File: src/rtl/mbx_pkg.sv
// Shared definitions for the mailbox flag tracker.
// Assumes register select codes are fixed by the software view.
package mbx_pkg;
    typedef enum logic [1:0] {
        RSEL_OVR  = 2'd0,
        RSEL_RXP  = 2'd1,
        RSEL_RMP  = 2'd2,
        RSEL_NONE = 2'd3
    } reg_sel_e;
endpackage

File: src/rtl/mbx_flag_bank.sv
// Bank of sticky flags: hardware sets, software clears by writing ones.
// Assumes set and clear vectors are single-cycle pulses; a set beats a
// clear on the same bit.
module mbx_flag_bank #(
    parameter int W = 32
) (
    input  logic         clk,
    input  logic         rst_n,
    input  logic [W-1:0] set_i,
    input  logic [W-1:0] clr_i,
    output logic [W-1:0] flags_o
);
    logic [W-1:0] flags_q;

    // Update flags: clear selected bits, then apply sets on top.
    always_ff @(posedge clk) begin
        if (!rst_n) flags_q <= '0;
        else        flags_q <= (flags_q & ~clr_i) | set_i;
    end

    assign flags_o = flags_q;

    AST_FALL_ONLY_BY_CLEAR: assert property (@(posedge clk) disable iff (!rst_n)
        ((~flags_q & $past(flags_q) & ~$past(clr_i)) == '0));
    AST_SET_WINS: assert property (@(posedge clk) disable iff (!rst_n)
        (($past(set_i) & ~flags_q) == '0));
endmodule

File: src/rtl/mbx_event_decode.sv
// Turns a reception strobe into per-mailbox set vectors for the
// receive-pending, remote-pending and overrun banks.
// Assumes pending inputs are the registered state before this edge.
module mbx_event_decode #(
    parameter int N_MBX = 32,
    localparam int IDX_W = $clog2(N_MBX)
) (
    input  logic             rx_done,
    input  logic [IDX_W-1:0] rx_idx,
    input  logic             rx_remote,
    input  logic [N_MBX-1:0] is_tx,
    input  logic [N_MBX-1:0] rxp,
    input  logic [N_MBX-1:0] rmp,
    output logic [N_MBX-1:0] rxp_set,
    output logic [N_MBX-1:0] rmp_set,
    output logic [N_MBX-1:0] ovr_set
);
    logic [N_MBX-1:0] hit;

    // One-hot target mailbox, blank for transmit mailboxes or bad index.
    always_comb begin
        hit = '0;
        if (rx_done && (int'(rx_idx) < N_MBX) && !is_tx[rx_idx])
            hit[rx_idx] = 1'b1;
    end

    // Route the hit by frame type and flag overrun on an occupied mailbox.
    always_comb begin
        rxp_set = rx_remote ? '0 : hit;
        rmp_set = rx_remote ? hit : '0;
        ovr_set = hit & (rxp | rmp);
    end
endmodule

File: src/rtl/mbx_reg_port.sv
// Software register port: write-one-to-clear decode and read mux over the
// three flag vectors, each split into REG_W-bit halves.
// Assumes N_MBX is a multiple of REG_W; reads have no wait states.
module mbx_reg_port
    import mbx_pkg::*;
#(
    parameter int N_MBX  = 32,
    parameter int REG_W  = 16,
    localparam int N_HALF = N_MBX / REG_W,
    localparam int HSEL_W = (N_HALF > 1) ? $clog2(N_HALF) : 1
) (
    input  logic              wr_en,
    input  logic [1:0]        sel,
    input  logic [HSEL_W-1:0] half,
    input  logic [REG_W-1:0]  wdata,
    input  logic [N_MBX-1:0]  ovr,
    input  logic [N_MBX-1:0]  rxp,
    input  logic [N_MBX-1:0]  rmp,
    output logic [N_MBX-1:0]  clr_ovr,
    output logic [N_MBX-1:0]  clr_rxp,
    output logic [N_MBX-1:0]  clr_rmp,
    output logic [REG_W-1:0]  rdata
);
    logic [N_MBX-1:0] wmask;
    logic [N_MBX-1:0] rsrc;

    // Place write data over the addressed half only.
    for (genvar h = 0; h < N_HALF; h++) begin : g_half
        assign wmask[h*REG_W +: REG_W] =
            (wr_en && (int'(half) == h)) ? wdata : '0;
    end

    // Steer the clear mask to the selected register.
    always_comb begin
        clr_ovr = (reg_sel_e'(sel) == RSEL_OVR) ? wmask : '0;
        clr_rxp = (reg_sel_e'(sel) == RSEL_RXP) ? wmask : '0;
        clr_rmp = (reg_sel_e'(sel) == RSEL_RMP) ? wmask : '0;
    end

    // Select the source register and then the half for read-back.
    always_comb begin
        case (reg_sel_e'(sel))
            RSEL_OVR: rsrc = ovr;
            RSEL_RXP: rsrc = rxp;
            RSEL_RMP: rsrc = rmp;
            default:  rsrc = '0;
        endcase
        rdata = '0;
        for (int h = 0; h < N_HALF; h++)
            if (int'(half) == h) rdata = rsrc[h*REG_W +: REG_W];
    end
endmodule

File: src/rtl/mbx_overrun_tracker.sv
// Top of the mailbox flag tracker: receive-pending, remote-pending and
// unread-message overrun flags for N_MBX mailboxes, software access
// through a write-one-to-clear register port, and an overrun summary.
// Assumes rx_done is a single-cycle strobe from the frame storage logic.
module mbx_overrun_tracker #(
    parameter int N_MBX = 32,
    parameter int REG_W = 16,
    localparam int IDX_W  = $clog2(N_MBX),
    localparam int N_HALF = N_MBX / REG_W,
    localparam int HSEL_W = (N_HALF > 1) ? $clog2(N_HALF) : 1
) (
    input  logic              clk,
    input  logic              rst_n,
    input  logic              rx_done,
    input  logic [IDX_W-1:0]  rx_idx,
    input  logic              rx_remote,
    input  logic [N_MBX-1:0]  mbx_is_tx,
    input  logic              reg_wr,
    input  logic [1:0]        reg_sel,
    input  logic [HSEL_W-1:0] reg_half,
    input  logic [REG_W-1:0]  reg_wdata,
    output logic [REG_W-1:0]  reg_rdata,
    output logic              ovr_irq
);
    logic [N_MBX-1:0] rxp, rmp, ovr;
    logic [N_MBX-1:0] rxp_set, rmp_set, ovr_set;
    logic [N_MBX-1:0] clr_rxp, clr_rmp, clr_ovr;

    mbx_event_decode #(.N_MBX(N_MBX)) u_dec (
        .rx_done(rx_done), .rx_idx(rx_idx), .rx_remote(rx_remote),
        .is_tx(mbx_is_tx), .rxp(rxp), .rmp(rmp),
        .rxp_set(rxp_set), .rmp_set(rmp_set), .ovr_set(ovr_set)
    );

    mbx_reg_port #(.N_MBX(N_MBX), .REG_W(REG_W)) u_port (
        .wr_en(reg_wr), .sel(reg_sel), .half(reg_half), .wdata(reg_wdata),
        .ovr(ovr), .rxp(rxp), .rmp(rmp),
        .clr_ovr(clr_ovr), .clr_rxp(clr_rxp), .clr_rmp(clr_rmp),
        .rdata(reg_rdata)
    );

    mbx_flag_bank #(.W(N_MBX)) u_rxp (
        .clk(clk), .rst_n(rst_n), .set_i(rxp_set), .clr_i(clr_rxp), .flags_o(rxp));
    mbx_flag_bank #(.W(N_MBX)) u_rmp (
        .clk(clk), .rst_n(rst_n), .set_i(rmp_set), .clr_i(clr_rmp), .flags_o(rmp));
    mbx_flag_bank #(.W(N_MBX)) u_ovr (
        .clk(clk), .rst_n(rst_n), .set_i(ovr_set), .clr_i(clr_ovr), .flags_o(ovr));

    // Summary request for the interrupt controller.
    assign ovr_irq = |ovr;

    AST_OVR_NEEDS_PENDING: assert property (@(posedge clk) disable iff (!rst_n)
        (((ovr & ~$past(ovr)) & ~($past(rxp) | $past(rmp))) == '0));
    AST_OVR_NEVER_TX: assert property (@(posedge clk) disable iff (!rst_n)
        (((ovr & ~$past(ovr)) & $past(mbx_is_tx)) == '0));
    AST_PENDING_NEVER_TX: assert property (@(posedge clk) disable iff (!rst_n)
        ((((rxp & ~$past(rxp)) | (rmp & ~$past(rmp))) & $past(mbx_is_tx)) == '0));
    AST_IRQ_RISE_FROM_RX: assert property (@(posedge clk) disable iff (!rst_n)
        $rose(ovr_irq) |-> $past(rx_done));
endmodule

File: config.mk
export PLATFORM = sky130hd
export DESIGN_NAME = mbx_overrun_tracker
export DESIGN_NICKNAME = d
export VERILOG_FILES = /design/src/rtl/mbx_pkg.sv /design/src/rtl/mbx_flag_bank.sv /design/src/rtl/mbx_event_decode.sv /design/src/rtl/mbx_reg_port.sv /design/src/rtl/mbx_overrun_tracker.sv
export SDC_FILE = /design/constraint.sdc
export NUM_CORES = 1
export LEC_CHECK = 0
export ABC_AREA = 1
export ABC_CLOCK_PERIOD_IN_PS = 3750
export BUFFER_PORTS_ARGS = -buffer_cell sky130_fd_sc_hd__buf_2
export CAP_MARGIN = 10
export CORE_MARGIN = 2
export CORE_UTILIZATION = 44
export CTS_CLUSTER_SIZE = 14
export DETAILED_ROUTE_END_ITERATION = 10
export GPL_ROUTABILITY_DRIVEN = 0
export MAX_ROUTING_LAYER = met4
export PLACE_DENSITY_LB_ADDON = 0.08
export SYNTH_ARGS = -nofsm -noshare
export SYNTH_HDL_FRONTEND = slang
export SYNTH_SLANG_ARGS = --single-unit
File: constraint.sdc
create_clock -name clk -period 3.75 [get_ports clk]
set_clock_uncertainty 0.05 [all_clocks]
set_input_delay 0.375 -clock clk [delete_from_list [all_inputs] [get_ports clk]]
set_output_delay 0.375 -clock clk [all_outputs]
set_load 0.01 [all_outputs]
=== Word level (Yosys, flattened, before mapping) ===
Cells that the tools add are included.

* Flip-flop bits (word level): 96
* Latch bits: 0
* Bits in writable memories: 0
* ROM bits: 0
* Input bits: 61
* Memories kept: 0

* $add $sub $neg: 0
* $mul: 0
* Divide/modulo/power cells: 0
* $lt $le $gt $ge: 2
* Eq/ne operators: 2
* Shift operators: 0
* Muxes and demuxes: 14
* Bitwise operators: 12
* Reduce and logical (&&, ||, !) cells: 7

{| class="wikitable"
|+ Operators with widths
! kind !! number
|-
| 32-bit 2-to-1 mux || 6
|-
| 32-bit bitwise AND || 4
|-
| 32-bit OR || 4
|-
| 32-bit inverter || 3
|-
| 32-bit one-hot mux with 3 select lines || 1
|-
| 16-bit 2-to-1 mux || 3
|-
| 32-bit OR reduction || 1
|-
| 5-bit by 6-bit < comparator with 1-bit output, second input constant || 1
|-
| 1-bit binary-select mux with 5-bit select || 1
|-
| 1-bit demux with 5-bit select || 1
|-
| 5-bit by 1-bit >= comparator with 1-bit output, second input constant || 1
|-
| 1-bit logical AND || 4
|-
| 2-bit by 1-bit equality test with 1-bit output, second input constant || 1
|-
| 2-bit equality test, second input constant || 1
|-
| 2-bit zero test || 1
|-
| 1-bit 2-to-1 mux || 2
|-
| 1-bit zero test || 1
|-
| 1-bit inverter || 1
|}

=== Longest topological paths before layout ===
* Depth after elaboration: 7
* Gate-level depth with buffers: 15
* Mapped depth without buffers: 12

=== By module ===
A second synthesis with hierarchy kept.

* Cells, all modules: 1,163
* Area, all modules: 7,258.2 um^2

{| class="wikitable"
|+ By module, submodules not included
! module !! times used !! cells each !! area an instance (um^2) !! sequential area each (um^2)
|-
| mbx_flag_bank || 3 || 164 || 1,311.3 || 640.6
|-
| mbx_reg_port || 1 || 346 || 1,646.6 || 0.0
|-
| mbx_event_decode || 1 || 280 || 1,498.9 || 0.0
|-
| mbx_overrun_tracker || 1 || 45 || 178.9 || 0.0
|}

=== Least setup slack after synthesis ===
No wires, ideal clock.

* Path type: input to output
* Start point: input reg_sel[0]
* End point: output reg_rdata[10]
* Arrival time: 1,374 ps
* Required time: 3,325 ps
* Setup slack: 1,951 ps
* Stages: 7
* Path through: inv_1 > nor2_1 > clkinv_1 > clkbuf_1 > o22ai_1 > a21oi_1 > o21ai_0

* Cells in the longest elaborated chain, start to end: 3
* Elaborated cells on any way between the ends: 5
* Classes of those cells: 2 x eq/ne; 2 x mux; 1 x reduce/logical

{| class="wikitable"
|+ Ends and longest elaborated chain
! item !! line !! text
|-
| start, declared || mbx_overrun_tracker.sv:19 || <nowiki>input logic [1:0] reg_sel,</nowiki>
|-
| 2-bit equality test, or another cell as far along || mbx_reg_port.sv:42 || <nowiki>case (reg_sel_e'(sel))</nowiki>
|-
| 32-bit one-hot mux with 3 select lines (*) || mbx_reg_port.sv:42 ||
|-
| 16-bit 2-to-1 mux (*) || mbx_reg_port.sv:50 || <nowiki>if (int'(half) == h) rdata = rsrc[h*REG_W +: REG_W];</nowiki>
|-
| end, declared || mbx_overrun_tracker.sv:22 || <nowiki>output logic [REG_W-1:0] reg_rdata,</nowiki>
|}

Mark *: on every way between the ends. The rest lies on a longest branch, timed or not.

=== Worst setup path after layout ===
* Start point: input reg_sel[0]
* End point: output reg_rdata[14]

The elaborated chain is that of the path after synthesis.

==> flow_summary_export.csv <==
group,metric,value,unit
run,maxCapViolCount,0,
sta,relSlewSlack,44.39,%
synth,synth_common_cells,"nand2_1 (271), o21ai_0 (129), a21oi_1 (112)",
place,port-buffer-count,77,
clocking,hold_buffers,0,
place,place_area,5992,um^2
min_path,holdPathStages,4,
floorplanning,placementRows,40,
min_path,min_path_type,"in -> reg",
synth,synth_area,5492,um^2
clocking,clkLatencyLatePin,0.34,ns
final_layout,multi_input_area,3025,um^2
floorplanning,core_area,12110,um^2
synth,ys.flop_type,"dfxtp_1",
critical_path,critPathKind,"in -> out",
detailed_routing,routed_via_density,5.365,
detailed_routing,drt-initial-drc-count,476,
clocking,root_buffer,"clkbuf_16",
grt,grt_antenna_before_repair,0,
detailed_routing,wire_per_inst,15.68,um
critical_path,crit_chain,"buf_2 -> inv_1 -> nor2_1 -> clkinv_1 -> buf_4 -> o221ai_1 -> nand2_1 -> o21ai_0 -> buf_2",
synth,async_flop_share,0,%
detailed_routing,wl,16990,um
status,status,"complete, no violations",
critical_path,r2r-start,"u_rxp.flags_o[12]",
critical_path,cp-end-kind,"output pin",
critical_path,r2r_end,"u_ovr.flags_o[12]",
critical_path,worstRegToRegCells,3,
detailed_routing,drcViolationCount,0,
critical_path,required,3.32,ns
clocking,cts_buffers,9,
synth,ys_seq_elements,96,
grt,use_met1,35.41,%
sta,setup_tns,0,ns
grt,grt_pass1_wl,27320,um
critical_path,startpoint_type,"input port",
final_layout,fillCellCount,1287,
critical_path,regToRegSetupSlack,2.80,ns
sta,worst_slew_pin_slew,0.8329,ns
final_layout,final_area,6245,um^2
final_layout,fin_nets,973,
power,p_per_area,338.9,nW/um^2
min_path,min_from,"reg_wdata[15]",
detailed_routing,antenna_left,0,
grt,grt_use_total,26.84,%
synth,synth.area.top_cells,"dfxtp_1 (35%), nand2_1 (19%), o21ai_0 (12%), a21oi_1 (10%), nor2_4 (6.2%)",
clocking,cts_tree,"built",
floorplanning,boundaryPins,78,
sta,period_minus_slack,2.626,ns
min_path,holdPathEnd,"u_rmp.flags_o[15]",
critical_path,crit_slowest_cell,"clkinv_1",
sta,rsz0062_at_grt,"no",
final_layout,regArea,1922,um^2
final_layout,n_antenna_cell,0,
clocking,cts_sinks,96,
grt,grt_overflow,0,
synth,ys_warn_count,0,
critical_path,crit_top_cell,"buf_2",
floorplanning,dieArea,13390,um^2
critical_path,crit_path_max_incr_delay,0.47,ns
synth,avgSynthCellArea,6.423,um^2
power,power.total,2117,uW
floorplanning,die_w,115.7,um
synth,yosys.cell_types.count,24,
synth,synth_top_cell_area_share,35.00,%
final_layout,area_growth,13.72,%
synth,synth-edff-count,0,
clocking,post-cts-setup-buffers,0,
clocking,cts_resized,0,
power,p_leak,0.002309,uW
critical_path,arrival,2.20,ns
clocking,clock_path_buffers,2,
floorplanning,die_h,115.7,um
sta,drv_slew,0,
grt,use_met2,44.02,%
sta,setup_viol,0,
synth,seq_area_frac_synth,35.00,%
sta,holdWs,0.3942,ns
sta,fmax,380.8,MHz
detailed_routing,drtPass1Iterations,5,
synth,yosysMostFrequentCell,"nand2_1",
sta,timing.final.crit_share,70.02,%
grt,grt_max_degree,46,
detailed_routing,num_vias,5810,
critical_path,worstPathMaxFanout,34,
synth,yosysTopAreaCell,"dfxtp_1",
floorplanning,initial_utilization,45.34,%
grt,grt_busiest_layer,"met2",
final_layout,layout-drive-gt1-share,16.28,%
place,hpwl,11690,um
synth,synthCells,855,
synth,synthesis.nets,916,
grt,first_global_vias,5428,
grt,met3_usage,3.243,%
power,ir_drop,0.2043,mV
clocking,clk_pin_slew_worst_paths,0.06,ns
clocking,h-tree-depth,3,
sta,finalHoldViolCount,0,
-- how the worst max path moves through the flow --
stage	startpoint	to	slack (ns)	cells after the start
5_1_grt	reg_sel[0]	reg_rdata[3]	0.93	9
3_5_place_dp	rx_idx[1]	u_rxp.flags_o[26]	0.99	13
2_1_floorplan	reg_sel[0]	reg_rdata[10]	1.95	7
4_1_cts	reg_sel[0]	reg_rdata[2]	1.14	9
6_report	reg_sel[0]	reg_rdata[14]	1.12	9
3_3_place_gp	rx_idx[1]	u_rmp.flags_o[24]	1.01	13
-- where the power goes --
group	switching (uW)	leakage [uW]	total [uW]	internal [uW]
clock	392	0.000128	833	440
combinational	193	0.00141	259	65.8
sequential	1.86	0.000773	1030	1020
-- metrics by stage --
stage          instances  setup WS [ns]  util, %
2_1_floorplan        855          1.951        -
3_3_place_gp        1069          1.013    49.47
3_5_place_dp        1069         0.9903    49.47
4_1_cts             1083          1.139    51.56
5_1_grt             1083         0.9272    51.56
6_report            1083          1.124    51.56
-- placed cells by master (no fill, tap or decap), drive strengths merged --
master  netlist  layout
nor4          8       8
clkbuf       33      10
inv          87      88
nand2       271     271
a21oi       112     112
or2           2       2
nor3          7       7
dfxtp        96      96
mux2i         1       1
nand3         7       7
nand4         2       2
o21ai       129     129
o22ai        26      26
o221ai        1       1
buf          13      92
clkinv        2       5
nor2         57      57
a221oi        1       1
-- layout make-up --
class                   count  share of cell area, %
repair buffers             92                  7.974
flip-flops and latches     96                  30.78
inverters                  89                  5.390
multi-input cells         624                  48.45
clock buffers              10                  3.667
clock inverters             4                 0.3807
well taps                 168                  3.366
-- logic make-up (layout without fill, tap and decap cells) --
group	Yosys count	in the layout	share of synthesized area (%)
multiplexers	1	1	0.1823
flip-flops	96	96	35.00
buffers and inverters	135	195	10.14
AO/OA/AOI/OAI	269	269	25.25
AND/OR/NAND/NOR	354	354	29.44
-- sequential cells by signal (all words and copies together), names as in the netlist --
name,count
u_rxp.flags_o,32
u_rmp.flags_o,32
u_ovr.flags_o,32
-- worst max-delay path, delay by kind of cell --
family                 cells  cell delay (ns)
buffers and inverters      5             1.22
AO/OA/AOI/OAI              2             0.31
AND/OR/NAND/NOR            2             0.27
-- layer usage --
metal / part of all wire, % / wire, um
met3: 4.6 / 786
met5: 0 / 0
met1: 47 / 7912
met2: 48 / 8124
met4: 0.95 / 161
Power figures use the tool's default switching activity.
